`config.mk`:
```
export PLATFORM = sky130hd
export DESIGN_NAME = copy_auth_ctrl
export DESIGN_NICKNAME = d
export VERILOG_FILES = /design/src/rtl/copy_auth_ctrl.sv
export SDC_FILE = /design/constraint.sdc
export NUM_CORES = 1
export LEC_CHECK = 0
export ABC_AREA = 1
export BUFFER_PORTS_ARGS = -buffer_cell sky130_fd_sc_hd__buf_2
export CORE_UTILIZATION = 53
export CTS_BUF_LIST = sky130_fd_sc_hd__clkbuf_8
export CTS_CLUSTER_DIAMETER = 120
export DETAILED_ROUTE_END_ITERATION = 6
export PLACE_DENSITY = 0.92
export SYNTH_ARGS = -nofsm -noshare
export SYNTH_HDL_FRONTEND = slang
export SYNTH_SLANG_ARGS = --single-unit
export TNS_END_PERCENT = 50
```
`constraint.sdc`:
```
create_clock -name clk -period 2 [get_ports clk]
set_clock_uncertainty 0.2 [all_clocks]
set_input_delay 0.3 -clock clk [delete_from_list [all_inputs] [get_ports clk]]
set_output_delay 0.3 -clock clk [all_outputs]
set_load 0.05 [all_outputs]
```
`src/rtl/copy_auth_ctrl.sv`:
```
module copy_auth_ctrl #(
  parameter logic [7:0] CMD_CODE = 8'h55,
  parameter int AW = 16,
  parameter int OW = 5
) (
  input  logic          clk,
  input  logic          rst_n,
  input  logic          bus_reset,
  input  logic          rx_valid,
  input  logic [7:0]    rx_byte,
  input  logic          tx_req,
  output logic          tx_valid,
  output logic [7:0]    tx_byte,
  input  logic [7:0]    tgt_lo,
  input  logic [7:0]    tgt_hi,
  input  logic [6:0]    es_reg,
  input  logic          sp_wr_cmd,
  output logic [OW-1:0] sp_addr,
  input  logic [7:0]    sp_data,
  output logic [AW-1:0] mem_addr,
  output logic [7:0]    mem_data,
  output logic          mem_we,
  output logic          busy,
  output logic          auth_ok
);
  localparam logic [7:0] PATTERN = 8'hAA;
  localparam logic [7:0] IDLE_TX = 8'hFF;

  typedef enum logic [2:0] {S_IDLE, S_E0, S_E1, S_E2, S_COPY, S_DONE, S_HOLD} st_t;
  st_t st;

  logic [AW-1:0] addr_q;
  logic [OW-1:0] ptr_q, end_q;
  logic          last;

  assign busy     = (st == S_COPY);
  assign mem_we   = busy;
  assign mem_addr = addr_q;
  assign sp_addr  = ptr_q;
  assign mem_data = sp_data;
  assign last     = busy && (ptr_q == end_q);

  always_ff @(posedge clk or negedge rst_n) begin
    if (!rst_n) begin
      st       <= S_IDLE;
      auth_ok  <= 1'b0;
      addr_q   <= '0;
      ptr_q    <= '0;
      end_q    <= '0;
      tx_valid <= 1'b0;
      tx_byte  <= IDLE_TX;
    end else begin
      tx_valid <= tx_req;
      if (tx_req) tx_byte <= (st == S_DONE) ? PATTERN : IDLE_TX;
      if (sp_wr_cmd && !busy) auth_ok <= 1'b0;
      if (bus_reset && !busy) st <= S_IDLE;
      else begin
        case (st)
          S_IDLE: if (rx_valid) st <= (rx_byte == CMD_CODE) ? S_E0 : S_HOLD;
          S_E0:   if (rx_valid) st <= (rx_byte == tgt_lo) ? S_E1 : S_HOLD;
          S_E1:   if (rx_valid) st <= (rx_byte == tgt_hi) ? S_E2 : S_HOLD;
          S_E2:   if (rx_valid) begin
            if (rx_byte == {auth_ok, es_reg}) begin
              st      <= S_COPY;
              auth_ok <= 1'b1;
              addr_q  <= AW'({tgt_hi, tgt_lo});
              ptr_q   <= tgt_lo[OW-1:0];
              end_q   <= es_reg[OW-1:0];
            end else st <= S_HOLD;
          end
          S_COPY: begin
            addr_q <= addr_q + 1'b1;
            ptr_q  <= ptr_q + 1'b1;
            if (last) st <= S_DONE;
          end
          default: ;
        endcase
      end
    end
  end

  AST_LOCKOUT:    assert property (@(posedge clk) disable iff (!rst_n) busy && !last |=> busy);
  AST_ADDR_STEP:  assert property (@(posedge clk) disable iff (!rst_n) busy && !last |=> mem_addr == $past(mem_addr) + 1'b1);
  AST_COPY_ENDS:  assert property (@(posedge clk) disable iff (!rst_n) last |=> !busy);
  AST_BUSY_FLAG:  assert property (@(posedge clk) disable iff (!rst_n) busy |-> auth_ok);
  AST_FLAG_HOLD:  assert property (@(posedge clk) disable iff (!rst_n) auth_ok && !sp_wr_cmd |=> auth_ok);
  AST_TX_ECHO:    assert property (@(posedge clk) disable iff (!rst_n) tx_req |=> tx_valid);
endmodule

```
After elaboration in Yosys (flattened, before gate mapping) --
Index checks and enable logic that the tools add are counted.
Word-level totals: flip-flop bits (word level) 39, output and inout bits 41, logic and storage cells 60
Operators by class: $add $sub $neg 2, eq/ne operators 17, mux-type cells 23, bitwise operators 1, reductions and logical operators 10
Operators with widths (count):
- 16-bit two-way mux | 2
- 16-bit one-hot mux with 2 select lines | 1
- 3-bit two-way mux | 9
- 8-bit == test | 3
- 16-bit by 1-bit adder with 16-bit output, second input constant | 1
- 3-bit one-hot mux with 5 select lines | 1
- 3-bit != test, second input constant | 4
- 5-bit two-way mux | 2
- 5-bit one-hot mux with 2 select lines | 1
- 8-bit by 7-bit == test with 1-bit output, second input constant | 1
- 4-bit AND reduction | 2
- 7-bit two-way mux | 1
- 3-bit by 2-bit == test with 1-bit output, second input constant | 2
- 3-bit == test, second input constant | 2
- 6-bit AND reduction | 1
- 6-bit nonzero test | 1
- 5-bit by 1-bit adder with 5-bit output, second input constant | 1
- 5-bit == test | 1
- 1-bit two-way mux | 5
- 2-bit != test, second input constant | 2
- 3-bit by 1-bit == test with 1-bit output, second input constant | 1
- 1-bit logical AND | 3
- 3-bit zero test | 1
- 3-bit by 1-bit != test with 1-bit output, second input constant | 1
- 4 further kinds | 4

Logic depth before layout (Yosys ltp) --
word-level depth 8, gate-level depth with buffers 10, mapped depth without buffers 10

Worst setup path after synthesis --
Ideal clock, no wire load.
path type reg-to-output, start point reg st[0], end point out mem_we, arrival 1.691 ns, data required time 1.500 ns, path slack -0.191 ns, cell stages (with the launch flop) 6, path buffers 2, cells stage by stage dfrtp_1 -> inv_1 -> nand3_4 -> clkinv_4 -> clkbuf_1 -> buf_4
On the way: cells in the longest elaborated chain, start to end 1
RTL lines:
- from (decl) | line 30 | st_t st;
- from (signal assigned) | line 59 | S_IDLE: if (rx_valid) st <= (rx_byte == CMD_CODE) ? S_E0 : S_HOLD;
- from (signal assigned) | line 60 | S_E0: if (rx_valid) st <= (rx_byte == tgt_lo) ? S_E1 : S_HOLD;
- from (signal assigned) | line 61 | S_E1: if (rx_valid) st <= (rx_byte == tgt_hi) ? S_E2 : S_HOLD;
- 3-bit == test | line 36 | assign busy = (st == S_COPY);
- to (decl) | line 22 | output logic mem_we,
No other way between the ends.

Worst setup path after layout --
start point reg st[1], end point out busy
On the way: cells in the longest elaborated chain, start to end 1
RTL lines:
- 3-bit == test | line 36
- to (decl) | line 23 | output logic busy,
No other way between the ends.

==> metrics.txt <==
initial antenna violation count 0; global-route wire length before repair 11400 um; Layout Nets 531; Setup violations, final 0; Vias/cell 5.09; worst slack, placed -2.78 ps; Worst path slowest cell dfrtp_1; PnR Total Power 4.57 mW; Area Growth Syn to Fin 19.7%; clock root cell clkbuf_8; CP max stage delay 400 ps; DP HPWL 5180 um; CP max FO 18; Worst Setup Path Type flip-flop to primary output; cts bufs inserted 5; Post-Syn Area 0.00262 mm^2; first-pass iteration count of the detailed router 4; Hold Path End auth_ok; post-layout min period 1930 ps; CP cell instances inv_1 -> nand3_4 -> clkinv_4 -> buf_6 -> buf_6; ys async rst share 1.00; critical path arrival 1430 ps; H-Tree Depth 2; Most common cell on crit path buf_6; height of the die 72.3 um; unrepaired setup endpoints after global routing false; Hold WC Path Type primary input to flip-flop; max-cap viol count 0; CORE AREA 0.00472 mm^2; GPL Wtd Cong 0.912; die width 72.3 um; Synth Instances 420; distinct cell type count after synthesis 29; clk sinks 32; layout cells sized above 1 0.206; Reg2Reg Setup Slack 150 ps; hold depth 4; reg-to-reg critical path endpoint sp_addr[1]; synthesized area per cell 6.23 um^2; Starting Density 0.554; post-DR wirelength/cell 12.8 um; DR iter-0 viols 223; worst setup margin 71.2 ps; die area 0.00522 mm^2; Diodes inserted 0; Top FF cell, synth dfrtp_1; Routed WL 7070 um; most frequent cells in the layout 192 x nand2_1, 63 x buf_2, 42 x inv_1; min-delay src sp_wr_cmd; CTS max path bufs 2; I/O pins 86; GRT Residual Overflow 0; status finished, final reports clean; PwrDens 1460 mW/mm^2; synthesis-stage register bit count 32; Via Count 2812; number of port buffers 65; # rows 25; f_max 0.518 GHz; EDFF count, synth 0; CTS clk-pin slew, worst paths 60 ps; Pleak 1.73 nW; Worst setup EP type primary output; relative slew slack 0.514; Synth area leaders dfrtp_1 30%, nand2_1 28%, inv_1 6.0%; Critical R2R Launch st[1]; Final Hold Fails 0; synth warn 0; r2r worst-path depth 8; sequential share of the synthesized area 0.306; commonest non-fill, non-tap cell in the layout nand2_1; Antenna Violating Nets Remaining 0; detailed-route DRC error count 0; GRT Util Overall 0.282; final max-slew violation count 0; worst-skew pair later-pin latency 300 ps; Synth area leader dfrtp_1; startpoint types flip-flop; Yosys top cell area share 0.296; CTS tree done; number of global-route vias before repair 2538; VDD IR-drop max 767 uV; Worst-Margin Slew 729 ps; required time of the critical path 1500 ps; final period utilization 0.964; largest net degree at the start of global routing 33
[worst max path at each step]
stage           startpoint           end  slack [ps]  cells after the start
2_1_floorplan  mem_addr[0]  mem_addr[10]          -3                      9
3_3_place_gp         st[1]   mem_addr[0]         100                      8
3_5_place_dp         st[1]    sp_addr[2]          -3                      8
4_1_cts              st[1]        mem_we           7                      5
5_1_grt              st[1]          busy         0.7                      5
6_report             st[1]          busy          70                      5
[power breakdown]
part	leakage (nW)	internal (mW)	switching, mW
logic	1.25	0.796	1.87
registers	0.409	0.874	0.326
clock network	0.0645	0.440	0.263
total	1.73	2.11	2.46
[through the flow]
stage                     hold WS (ps)  setup TNS (ps)  cells  area [um^2]   util
after floorplan                   -196           -3.15    423         2630      -
after global placement             192               0    541         2950  0.624
after detailed placement           199           -2.78    541         2950  0.624
after CTS                         54.0               0    551         3110  0.659
after global routing              82.7               0    552         3130  0.663
final                             49.3               0    552         3130  0.663
[layout make-up]
class	instances	area (um^2)
sequential	32	802
fill	396	1590
tap	67	83.8
multi-input combinational	323	1500
inverter	46	178
clock buffer	7	96.3
clock inverter	1	30.0
timing repair buffer	76	442
[kinds of logic (layout without fill, tap and decap cells)]
family | after synthesis | in the layout | share of synthesized area
fa+ha+maj | 2 | 2 | 0.00956
flops | 32 | 32 | 0.306
simple gates | 270 | 270 | 0.429
buf+inv | 68 | 130 | 0.131
compound gates | 29 | 29 | 0.0621
xor+xnor | 18 | 18 | 0.0602
other cells | 1 | 4 | 0.00143
[cell usage after synthesis, types with 2 or more instances]
library cell and instances:
nand2_1 193, inv_1 42, dfrtp_1 31, nor2_1 28, nand3_1 26, o21ai_0 19
xnor2_1 18, buf_4 16, nand4_1 8, a21oi_1 7, or2_2 4, buf_6 3
clkbuf_1 3, inv_2 3, ha_1 2, nand2_2 2, nand3b_1 2, nor3_1 2
[flip-flops by register name (all words and copies together) (netlist names)]
name and cells:
auth_ok 1, st 3, mem_addr 16, tx_byte 1, end_q 5, sp_addr 5
tx_valid 1
[per-layer routing]
| layer | global-route usage | vias to the layer above | wire, um |
|---|---|---|---|
| met4 | 0.0980 | 0 | 148 |
| met3 | 0.0556 | 15 | 437 |
| li1 | - | 1408 | - |
| met1 | 0.353 | 1281 | 2890 |
| met2 | 0.485 | 108 | 3600 |
| met5 | 0 | - | 0 |
[critical path, delay by kind of cell (launching register included)]
kind	cells	cell delay, ps
flops	1	400
simple gates	1	140
buf+inv	4	590
[what timing repair did]
item	in CTS	in global routing
resized for setup	6	3
setup endpoints to repair	14	28
pin swaps	0	1
hold buffers	2	0
endpoints found under the hold margin	32	0
buffers inserted	0	1
No activity file was read; power rests on OpenSTA's default activity.
